==> src/rtl/sfp_pkg.sv <==
package sfp_pkg;
  localparam int SMP_W   = 24;
  localparam int WRD_W   = 16;
  localparam int MAN_W   = 11;
  localparam int EXP_W   = 4;
  localparam int EXP_SAT = 12;
  localparam int SHF_MAX = EXP_SAT - 1;
  localparam int LOW_W   = SMP_W - 2 - MAN_W;
endpackage

==> src/rtl/sfp_pack_core.sv <==
module sfp_pack_core
  import sfp_pkg::*;
(
  input  logic [SMP_W-1:0] smp,
  output logic [WRD_W-1:0] word
);
  logic [SMP_W-1:0] diff;
  logic [SMP_W-1:0] norm;
  logic [EXP_W-1:0] expo;
  logic [MAN_W-1:0] man;

  always_comb begin
    diff = smp ^ {smp[SMP_W-2:0], 1'b0};
    expo = EXP_W'(EXP_SAT);
    for (int k = EXP_SAT - 1; k >= 0; k--) begin
      if (diff[SMP_W-1-k]) expo = EXP_W'(k);
    end
  end

  assign norm = smp << expo;
  assign man  = (expo == EXP_W'(EXP_SAT)) ? smp[MAN_W-1:0] : norm[SMP_W-3 -: MAN_W];
  assign word = {smp[SMP_W-1], expo, man};


  always_comb begin
    if (expo < EXP_W'(EXP_SAT)) begin
      norm_lead_chk: assert (norm[SMP_W-1] != norm[SMP_W-2]);
    end
  end
endmodule

==> src/rtl/sfp_unpack_core.sv <==
module sfp_unpack_core
  import sfp_pkg::*;
(
  input  logic [WRD_W-1:0] word,
  output logic [SMP_W-1:0] smp
);
  logic             sgn;
  logic [EXP_W-1:0] expo;
  logic [EXP_W-1:0] shamt;
  logic             sat;
  logic [SMP_W-1:0] pre;

  assign sgn   = word[WRD_W-1];
  assign expo  = word[WRD_W-2 -: EXP_W];
  assign sat   = expo > EXP_W'(SHF_MAX);
  assign shamt = sat ? EXP_W'(SHF_MAX) : expo;
  assign pre   = {sgn, (sat ? sgn : ~sgn), word[MAN_W-1:0], {LOW_W{1'b0}}};
  assign smp   = $signed(pre) >>> shamt;


  always_comb begin
    sign_keep_chk: assert (smp[SMP_W-1] == sgn);
  end
endmodule

==> src/rtl/sfp_stream_stage.sv <==
module sfp_stream_stage #(
  parameter int W   = 16,
  parameter bit REG = 1'b1
) (
  input  logic         clk,
  input  logic         rst_n,
  input  logic         in_valid,
  output logic         in_ready,
  input  logic [W-1:0] in_data,
  output logic         out_valid,
  input  logic         out_ready,
  output logic [W-1:0] out_data
);
  generate
    if (REG) begin : g_reg
      logic         v_q;
      logic [W-1:0] d_q;

      always_ff @(posedge clk or negedge rst_n) begin
        if (!rst_n) begin
          v_q <= 1'b0;
          d_q <= '0;
        end else if (in_ready) begin
          v_q <= in_valid;
          if (in_valid) d_q <= in_data;
        end
      end

      assign in_ready  = !v_q || out_ready;
      assign out_valid = v_q;
      assign out_data  = d_q;


      hold_stable_chk: assert property (@(posedge clk) disable iff (!rst_n)
        (out_valid && !out_ready) |=> (out_valid && $stable(out_data)));
    end else begin : g_pass
      logic unused_clk;
      assign unused_clk = clk ^ rst_n;
      assign in_ready   = out_ready;
      assign out_valid  = in_valid;
      assign out_data   = in_data;
    end
  endgenerate
endmodule

==> src/rtl/sfp_codec.sv <==
module sfp_codec
  import sfp_pkg::*;
#(
  parameter bit OUT_REG = 1'b1
) (
  input  logic             clk,
  input  logic             rst_n,
  input  logic             pk_in_valid,
  output logic             pk_in_ready,
  input  logic [SMP_W-1:0] pk_in_data,
  output logic             pk_out_valid,
  input  logic             pk_out_ready,
  output logic [WRD_W-1:0] pk_out_data,
  input  logic             up_in_valid,
  output logic             up_in_ready,
  input  logic [WRD_W-1:0] up_in_data,
  output logic             up_out_valid,
  input  logic             up_out_ready,
  output logic [SMP_W-1:0] up_out_data
);
  logic [WRD_W-1:0] pk_word;
  logic [SMP_W-1:0] up_smp;

  sfp_pack_core i_pack (.smp(pk_in_data), .word(pk_word));
  sfp_unpack_core i_unpack (.word(up_in_data), .smp(up_smp));

  sfp_stream_stage #(.W(WRD_W), .REG(OUT_REG)) i_pk_stage (
    .clk(clk), .rst_n(rst_n),
    .in_valid(pk_in_valid), .in_ready(pk_in_ready), .in_data(pk_word),
    .out_valid(pk_out_valid), .out_ready(pk_out_ready), .out_data(pk_out_data)
  );

  sfp_stream_stage #(.W(SMP_W), .REG(OUT_REG)) i_up_stage (
    .clk(clk), .rst_n(rst_n),
    .in_valid(up_in_valid), .in_ready(up_in_ready), .in_data(up_smp),
    .out_valid(up_out_valid), .out_ready(up_out_ready), .out_data(up_out_data)
  );


  exp_range_chk: assert property (@(posedge clk) disable iff (!rst_n)
    pk_out_valid |-> (pk_out_data[WRD_W-2 -: EXP_W] <= EXP_W'(EXP_SAT)));
endmodule

==> config.mk <==
export PLATFORM = sky130hd
export DESIGN_NAME = sfp_codec
export DESIGN_NICKNAME = d
export VERILOG_FILES = /design/src/rtl/sfp_pkg.sv /design/src/rtl/sfp_pack_core.sv /design/src/rtl/sfp_unpack_core.sv /design/src/rtl/sfp_stream_stage.sv /design/src/rtl/sfp_codec.sv
export SDC_FILE = /design/constraint.sdc
export NUM_CORES = 1
export LEC_CHECK = 0
export BUFFER_PORTS_ARGS = -buffer_cell sky130_fd_sc_hd__buf_2
export CAP_MARGIN = 20
export CORE_UTILIZATION = 49
export CTS_CLUSTER_SIZE = 14
export DETAILED_ROUTE_END_ITERATION = 8
export GPL_TIMING_DRIVEN = 0
export PLACE_DENSITY = 0.83
export SYNTH_ARGS = -nofsm -noshare
export SYNTH_HDL_FRONTEND = slang
export SYNTH_SLANG_ARGS = --single-unit
==> constraint.sdc <==
create_clock -name clk -period 1.5 [get_ports clk]
set_input_delay 0 -clock clk [delete_from_list [all_inputs] [get_ports clk]]
set_output_delay 0 -clock clk [all_outputs]
set_load 0.05 [all_outputs]
Word-level counts from Yosys, hierarchy flattened
Cells that the tools add are included.

Register bits after elaboration: 42. Bits of input ports: 46. Output and inout port bits: 44. Logic and storage cells: 31.

$lt $le $gt $ge: 1. Equality and inequality tests: 1. Shift-type cells: 2. Multiplexer cells: 15. Bitwise gates (word level): 2. Reduce and logical (&&, ||, !) cells: 6.

Operators by type and width (number): 4-bit two-way mux (9); 24-bit by 4-bit left shift with 22-bit output (1); 24-bit by 4-bit >>> shifter with 24-bit output (1); 24-bit bitwise XOR (1); 3-bit two-way mux (4); 11-bit two-way mux (1); 4-bit equality test (second input constant) (1); 4-bit > comparator (second input constant) (1); 2-bit AND reduction (2); 1-bit zero test (2); 1-bit logical OR (2); 1-bit two-way mux (1); 1-bit NOT (1).

Longest topological paths before layout
Gate-level depths: netlist (run 1).

Depth after elaboration: 15. Mapped depth: 10. Gate-level depth less buffers: 7.

Modules after synthesis
A second synthesis (run 1) with hierarchy kept.

Cell total of the unflattened synthesis: 444. Area, all modules: 4001.3 sq um.

Modules (own cells, without submodules): sfp_pack_core (times used 1, cells each 203, area each 1312.5 sq um, seq. area each 0.0 sq um); sfp_stream_stage (i_up_stage) (times used 1, cells each 54, area each 1043.5 sq um, seq. area each 625.6 sq um); sfp_unpack_core (times used 1, cells each 150, area each 949.7 sq um, seq. area each 0.0 sq um); sfp_stream_stage (i_pk_stage) (times used 1, cells each 37, area each 695.7 sq um, seq. area each 425.4 sq um).

Worst setup path after synthesis (run 1)
OpenSTA, ideal clock, no wires.

Kind: flip-flop to flip-flop. Start: register i_pk_stage.g_reg.v_q, in the netlist i_pk_stage.out_valid. End: register i_pk_stage.g_reg.d_q[10], in the netlist i_pk_stage.out_data[10]. Setup time: 0.124 ns. Data arrival time: 2.350 ns. Data required time: 1.376 ns. Slack: -0.974 ns. Cell stages (with the launch flop): 9. Buffers on the path: 1. Period minus slack after synthesis: 2.474 ns. Cell sequence: dfrtp_1 > nand2b_1 > and2_1 > clkbuf_1 > nand2_1 > nor3_2 > a221o_1 > a221o_1 > a2bb2oi_1.

Cells in the longest elaborated chain, start to end: 3.

RTL lines: from (decl) (RTL line sfp_stream_stage.sv:16) `logic v_q;`; from (signal assigned) (RTL line sfp_stream_stage.sv:24) `v_q <= in_valid;`; 1-bit zero test (RTL line sfp_stream_stage.sv:29) `assign in_ready = !v_q || out_ready;`; 1-bit logical OR (RTL line sfp_stream_stage.sv:29); named net pk_in_ready (RTL line sfp_codec.sv:9) `output logic pk_in_ready,`; 2-bit AND reduction (no source line); to (signal assigned) (RTL line sfp_stream_stage.sv:25) `if (in_valid) d_q <= in_data;`; to (decl) (RTL line sfp_stream_stage.sv:17) `logic [W-1:0] d_q;`.

The timed path passes the listed nets, and every way through them passes these cells. A chain may end at the register's enable or synchronous reset.

Worst setup path in the final report (run 1)
Start: input port pk_in_data[17]. End: register i_pk_stage.g_reg.d_q[6], in the netlist i_pk_stage.out_data[6].

Cells in the longest elaborated chain, start to end: 10. Elaborated cells between the ends (all ways): 11. Classes of those cells: eq/ne (1); shift (1); mux (8); bitwise (1).

RTL lines: from (decl) (RTL line sfp_codec.sv:10) `input logic [SMP_W-1:0] pk_in_data,`; 24-bit bitwise XOR (RTL line sfp_pack_core.sv:13) `diff = smp ^ {smp[SMP_W-2:0], 1'b0};`; 4-bit two-way mux (7 in series) (RTL line sfp_pack_core.sv:16) `if (diff[SMP_W-1-k]) expo = EXP_W'(k);`; 24-bit by 4-bit left shift with 22-bit output or 4-bit equality test (tied branches) (RTL line sfp_pack_core.sv:20, sfp_pack_core.sv:21); 11-bit two-way mux (*) (RTL line sfp_pack_core.sv:21) `assign man = (expo == EXP_W'(EXP_SAT)) ? smp[MAN_W-1:0] : norm[SMP_W-3 -: MAN_W];`.

Every way passes the cells marked *; elsewhere a longest branch is shown, timed or not.

==> results of run 1 <==
[layer usage]
| metal | share of wire | GRT usage |
|---|---|---|
| met1 | 0.38 | 0.347 |
| met4 | 0.053 | 0.165 |
| met3 | 0.077 | 0.0443 |
| met2 | 0.49 | 0.528 |
| met5 | 0 | 0 |
[metrics by stage]
stage                util  TNS, ps  instance area [sq um]
global placement    0.605    -7680                   4110
CTS                 0.682     -693                   4630
detailed placement  0.605    -8210                   4110
floorplan               -    -2520                   3570
global route        0.740    -1940                   5030
finish              0.740    -1440                   5030
[power by group through the flow]
stage / Clock, uW / Sequential, uW / Combinational, uW
after detailed placement: 0 / 1430 / 1880
after CTS: 930 / 1400 / 2010
final: 913 / 1410 / 2220
after global placement: 0 / 1420 / 1860
after floorplan: 0 / 2030 / 770
after global routing: 972 / 1420 / 2330
[kinds of logic after synthesis]
family | Yosys count | synth area share
AOI/OAI and AO/OA | 167 | 0.334
xor gates and xnor gates | 3 | 0.00759
buffers and inverters | 37 | 0.0531
DFF | 42 | 0.303
muxes | 31 | 0.102
and+or+nand+nor | 148 | 0.200
[flip-flops by register name, summed over array words and instances (netlist names)]
signal	count
i_up_stage.out_valid	1
i_pk_stage.out_data	16
i_pk_stage.out_valid	1
i_up_stage.out_data	24
[final cells by class]
class	count	area, sq um
clock inverters	1	30.0
clock buffers	7	86.3
plain buffers	31	243
fillers	479	1770
well taps	96	120
flip-flops and latches	42	1050
repair buffers	118	777
multi-input cells	349	2690
inverters	5	23.8
[cells in the final DEF, fill, tap and decap left out, drive strengths merged, types with 2 or more instances in the layout]
| cell | count |
|---|---|
| dfrtp | 42 |
| mux4 | 3 |
| a21boi | 2 |
| o211ai | 2 |
| o22ai | 8 |
| a21oi | 34 |
| inv | 5 |
| a211oi | 7 |
| o22a | 3 |
| nor3 | 6 |
| and3 | 2 |
| nand3 | 20 |
| xnor2 | 2 |
| mux2i | 23 |
| a32oi | 2 |
| or3 | 3 |
| and2 | 2 |
| a221oi | 3 |
| buf | 130 |
| or2 | 2 |
| nand2 | 67 |
| dlygate4sd3 | 6 |
| a211o | 2 |
| clkbuf | 20 |
| nor2 | 28 |
| mux2 | 5 |
| a41o | 2 |
| nor2b | 3 |
| a31oi | 13 |
| o221ai | 3 |
| a22oi | 10 |
| a2111oi | 2 |
| nor4 | 2 |
| nand2b | 7 |
| o21ai | 51 |
| a221o | 5 |
| o31ai | 2 |
| a2bb2oi | 2 |
| a21o | 4 |
| nor3b | 3 |
[path summary, 6_finish.rpt]
path / slack, ps / startpoint / cells past startpoint / end
setup / recovery: -210 / pk_in_data[17] / 10 / i_pk_stage.out_data[6]
hold / removal: 40 / up_in_data[0] / 3 / i_up_stage.out_data[4]
setup reg to reg: -120 / i_pk_stage.out_valid / 7 / i_pk_stage.out_data[10]
hold reg to reg: 470 / i_pk_stage.out_data[13] / 2 / i_pk_stage.out_data[13]
max in group asynchronous: 480 / rst_n / 2 / i_up_stage.out_valid
min in group asynchronous: 390 / rst_n / 2 / i_up_stage.out_data[5]
[tightest hold or removal path, stage by stage]
cell,delay (ps)
buf_2,120
nand2_1,80
o21ai_0,90
[what timing repair did]
action	4_1_cts	5_1_grt
gates resized for setup	64	55
endpoints found under the hold margin	44	1
gates cloned	1	0
pin swaps	7	21
setup endpoints to repair	11	19
hold buffers	5	1
setup buffers	13	15
==> metrics.txt, run 1 <==
outcome complete, but fails checks; failing checks setup timing; worst path buffer plus inverter count 5; hpwl dp 7920 microns; Post-Syn Area approximately 3500 sq um; Yosys top cell area share 0.303; initial core utilization 0.510; antenna violations before repair 0; via count 4,147; top cell family by delay on the critical path compound AO/OA/AOI/OAI gates; # H-tree levels 2; ys async rst share 1.00; first-pass GRT wire length 17,500 microns; Gate power share 0.489; sequential share of the synthesized area 0.303; clock skew 12.8 ps; DIE HEIGHT 86.1 microns; P_leak 0.00216 uW; Int Power 2570 uW; syn nets 474; Vias/cell 6.39; delay of the slowest critical-path stage 340 ps; Synth Instances about 430; final worst path period share 1.14; final setup fails 11; Detailed Routing Iterations Pass 1 5; startpoint types input port; Tot GR Track Use 0.299; dominant synthesized flop cell dfrtp_1; final setup margin -207 ps; drt total wl ~12,000 microns; synth cell count leaders nand2_1 (66), o21ai_0 (43), dfrtp_1 (42); chip width around 86 microns; worst-path maximum fanout 10; net switching fraction of the power 0.433; Least-Margin Pin Slew 903 ps; Non-Filler Instances 649; number of nets with antenna violations after routing 0; clock period minus worst slack 1710 ps; Final Slew Violations 0; synth top area cells dfrtp_1 (30%), nand2_1 (7.2%), mux2i_1 (6.6%); syn avg cell area 8.09 sq um; Setup crit end kind register; WHS 40.8 ps; Pwr Total 4540 uW; Seq pwr share 0.310; die area 7410 sq um; vias in the first global route ~3.7k; Seq cells post-synth 42; cells along the critical path buf_2 > buf_8 > nor3_4 > o31ai_4 > a41o_4 > buf_8 > buf_6 > buf_4 > o311ai_1 > o221ai_1; clock network power share 0.201; type of the worst setup path input port to register; largest net degree at the start of global routing 43; Ant. Diodes 0; distinct cell type count after synthesis 74; Worst-path clk slew about 70 ps; clock buffer depth 2; Worst IR Drop VDD 0.441 mV; Ys Warns 0; CTS tree done; PD cells 903 nW/um^2; Root Buffer clkbuf_8; Setup WS pre-CTS -594 ps; grt total ovfl 0; initial DRC count around 290; Hold WC Path Type input port to register; Rel. slew slack 0.398; number of cell rows 30; clk sink count between 40 and 50; count of buffers from port buffering 83; Inserted Clock Buffers 5; Synth area leader dfrtp_1; # nets final 598; Net Sw Power 1970 uW; Slowest cell on crit path a41o_4; Core ar. 6790 sq um; drc violations 0; DP Cell Count between 600 and 700; worst skew pair latency 290 ps; fmax between 500 and 600 MHz; Crit path required time between 1500 and 2000 ps; wire length per cell 18.3 microns; most common cell in the netlist nand2_1; Max Cap Violations 0; Final Hold Violating Endpoints 0; RSZ-0062 raised after global routing yes; Post-synth EDFFs 0; cell mode on critical path buf_8; area growth from synthesis to layout 45.2%; IO Count 90; Worst Path Arrival approximately 1900 ps; layout cells sized above 1 0.418; GP Congestion 0.964
No activity file was read; power rests on OpenSTA's default activity.
==> run 2: changes to the inputs <==
--- a/config.mk
+++ b/config.mk
@@ -7,6 +7,7 @@
 export LEC_CHECK = 0
 export BUFFER_PORTS_ARGS = -buffer_cell sky130_fd_sc_hd__buf_2
 export CAP_MARGIN = 20
+export CORE_MARGIN = 2
 export CORE_UTILIZATION = 49
 export CTS_CLUSTER_SIZE = 14
 export DETAILED_ROUTE_END_ITERATION = 8
==> metrics.txt, run 2 (synthesized netlist as in run 1, its figures left out) <==
Final Slew Violations 0 (unchanged); Finished Core Util 0.744 (+0.00418); Worst Path Arrival 1930 ps (+80 ps); Worst IR Drop VDD 0.495 mV (+12%); final setup fails 11 (unchanged); PD cells 867 nW/um^2 (-4.0%); initial DRC count 308 (+7.3%); filler cell count 499 (+4.2%); CTS tree done; worst-path maximum fanout 8 (-2); drt total wl 13,100 microns (+10%); Least-Margin Pin Slew 902 ps (-1.28 ps); clock buffer depth 2 (unchanged); hpwl dp 8030 microns (+1.4%); fmax 574 MHz (-2.1%); antenna violations before repair 0 (unchanged); Detailed Routing Iterations Pass 1 5 (unchanged); delay of the slowest critical-path stage 310 ps (-30 ps); P_leak 0.00216 uW (+0.27%); # nets final 604 (+1.0%); Root Buffer clkbuf_8; drc violations 0 (unchanged); cells along the critical path buf_4 > nor4_4 > o21ai_2 > a2bb2oi_4 > buf_6 > buf_4 > a31oi_4 > a22oi_2 > a21bo_1 > a221o_1; largest net degree at the start of global routing 43 (unchanged); Final Hold Violating Endpoints 0 (unchanged); Pwr Total 4410 uW (-3.0%); Crit path required time 1680 ps (+40 ps); chip width 88.1 microns (+2.3%); Setup crit end kind register; grt total ovfl 0 (unchanged); via count 4,273 (+3.0%); Inserted Clock Buffers 5 (unchanged); startpoint types input port; final setup margin -244 ps (-36.5 ps); initial core utilization 0.507 (-0.00280); clock period minus worst slack 1740 ps (+36.5 ps); area of the multi-input gates 2760 sq um (+2.5%); most frequent cells in the layout buf_2 (79), nand2_1 (62), dfrtp_1 (40), buf_4 (38), o21ai_0 (38); max reg flops 24 (unchanged); cell mode on critical path buf_4; most common cell after layout, fill and taps aside buf_2; layout cells sized above 1 0.438 (+0.0206); number of nets with antenna violations after routing 0 (unchanged); GP Congestion 1.02 (+5.7%); Vias/cell 6.52 (+2.1%); failing checks setup timing; IO Count 90 (unchanged); clk sink count 42 (unchanged); Hold WC Path Type input port to register; area growth from synthesis to layout 46.8%; clock skew 10.5 ps (-2.28 ps); Slowest cell on crit path nor4_4; die area 7760 sq um (+4.7%); Worst-path clk slew 80 ps (about the same); wire length per cell 20.0 microns (+9.2%); Max Cap Violations 0 (unchanged); Setup WS pre-CTS -617 ps (-22.7 ps); register area 1050 sq um (unchanged); worst skew pair latency 290 ps (about the same); final worst path period share 1.16 (+0.0243); Rel. slew slack 0.399 (+0.000851); first-pass GRT wire length 17,900 microns (+1.9%); vias in the first global route 3,797 (+1.5%); Core ar. 6830 sq um (+0.55%); # H-tree levels 2 (unchanged); number of cell rows 30 (unchanged); Ant. Diodes 0 (unchanged); type of the worst setup path input port to register; Tot GR Track Use 0.291 (-0.00843); outcome complete, but fails checks; count of buffers from port buffering 83 (unchanged); DIE HEIGHT 88.1 microns (+2.3%); RSZ-0062 raised after global routing yes
run 2: final cells by class:
class | instances | share of cell area
Clock buffer | 6 | 0.0143
Tap cell | 96 | 0.0236
Buffer | 31 | 0.0470
Timing Repair Buffer | 124 | 0.157
Multi-Input combinational cell | 349 | 0.543
Clock inverter | 2 | 0.00271
Sequential cell | 42 | 0.207
Inverter | 5 | 0.00517
run 2: repair_timing:
item                                    CTS  global route
gates cloned                              1             0
endpoints found under the hold margin    44             1
resized for setup                        56            78
setup buffers                            20            15
hold buffers                              5             1
pin swaps                                18            23
endpoints found under the setup margin   12            17
run 2: path summary, 6_finish.rpt:
path / start / to / slack [ps] / cells past startpoint
max reg2reg: i_pk_stage.out_valid / i_pk_stage.out_data[10] / -120 / 7
max in group asynchronous: rst_n / i_up_stage.out_valid / 490 / 2
min in group asynchronous: rst_n / i_up_stage.out_data[22] / 380 / 2
min: up_in_data[0] / i_up_stage.out_data[4] / 30 / 3
max: pk_in_data[23] / i_pk_stage.out_data[5] / -240 / 10
min reg2reg: i_up_stage.out_data[1] / i_up_stage.out_data[1] / 480 / 2
run 2: per-layer routing:
| metal | part of all wire | global-route usage |
|---|---|---|
| met1 | 0.37 | 0.357 |
| met2 | 0.49 | 0.503 |
| met3 | 0.094 | 0.0396 |
| met4 | 0.053 | 0.140 |
| met5 | 0 | 0 |
run 2: through the flow:
| step | hold WS [ps] | instance area [sq um] | cells | TNS, ps |
|---|---|---|---|---|
| floorplan | -296 | 3570 | 428 | -2520 |
| global placement | 173 | 4110 | 607 | -7970 |
| detailed placement | 193 | 4110 | 607 | -9160 |
| CTS | 5.04 | 4650 | 640 | -971 |
| global route | 61.5 | 5080 | 655 | -2270 |
| finish | 27.3 | 5080 | 655 | -1900 |
run 2: report_power, final:
part / total (uW) / internal [uW] / leakage [uW] / switching, uW
Sequential: 1420 / 1300 / 0.000516 / 116
Combinational: 2270 / 736 / 0.00160 / 1540
Clock: 711 / 329 / 0.0000452 / 383
run 2: worst max-delay path: cells and delay by family:
family	cells	cell delay (ps)
compound gates	6	1160
simple gates	1	310
buf+inv	3	450
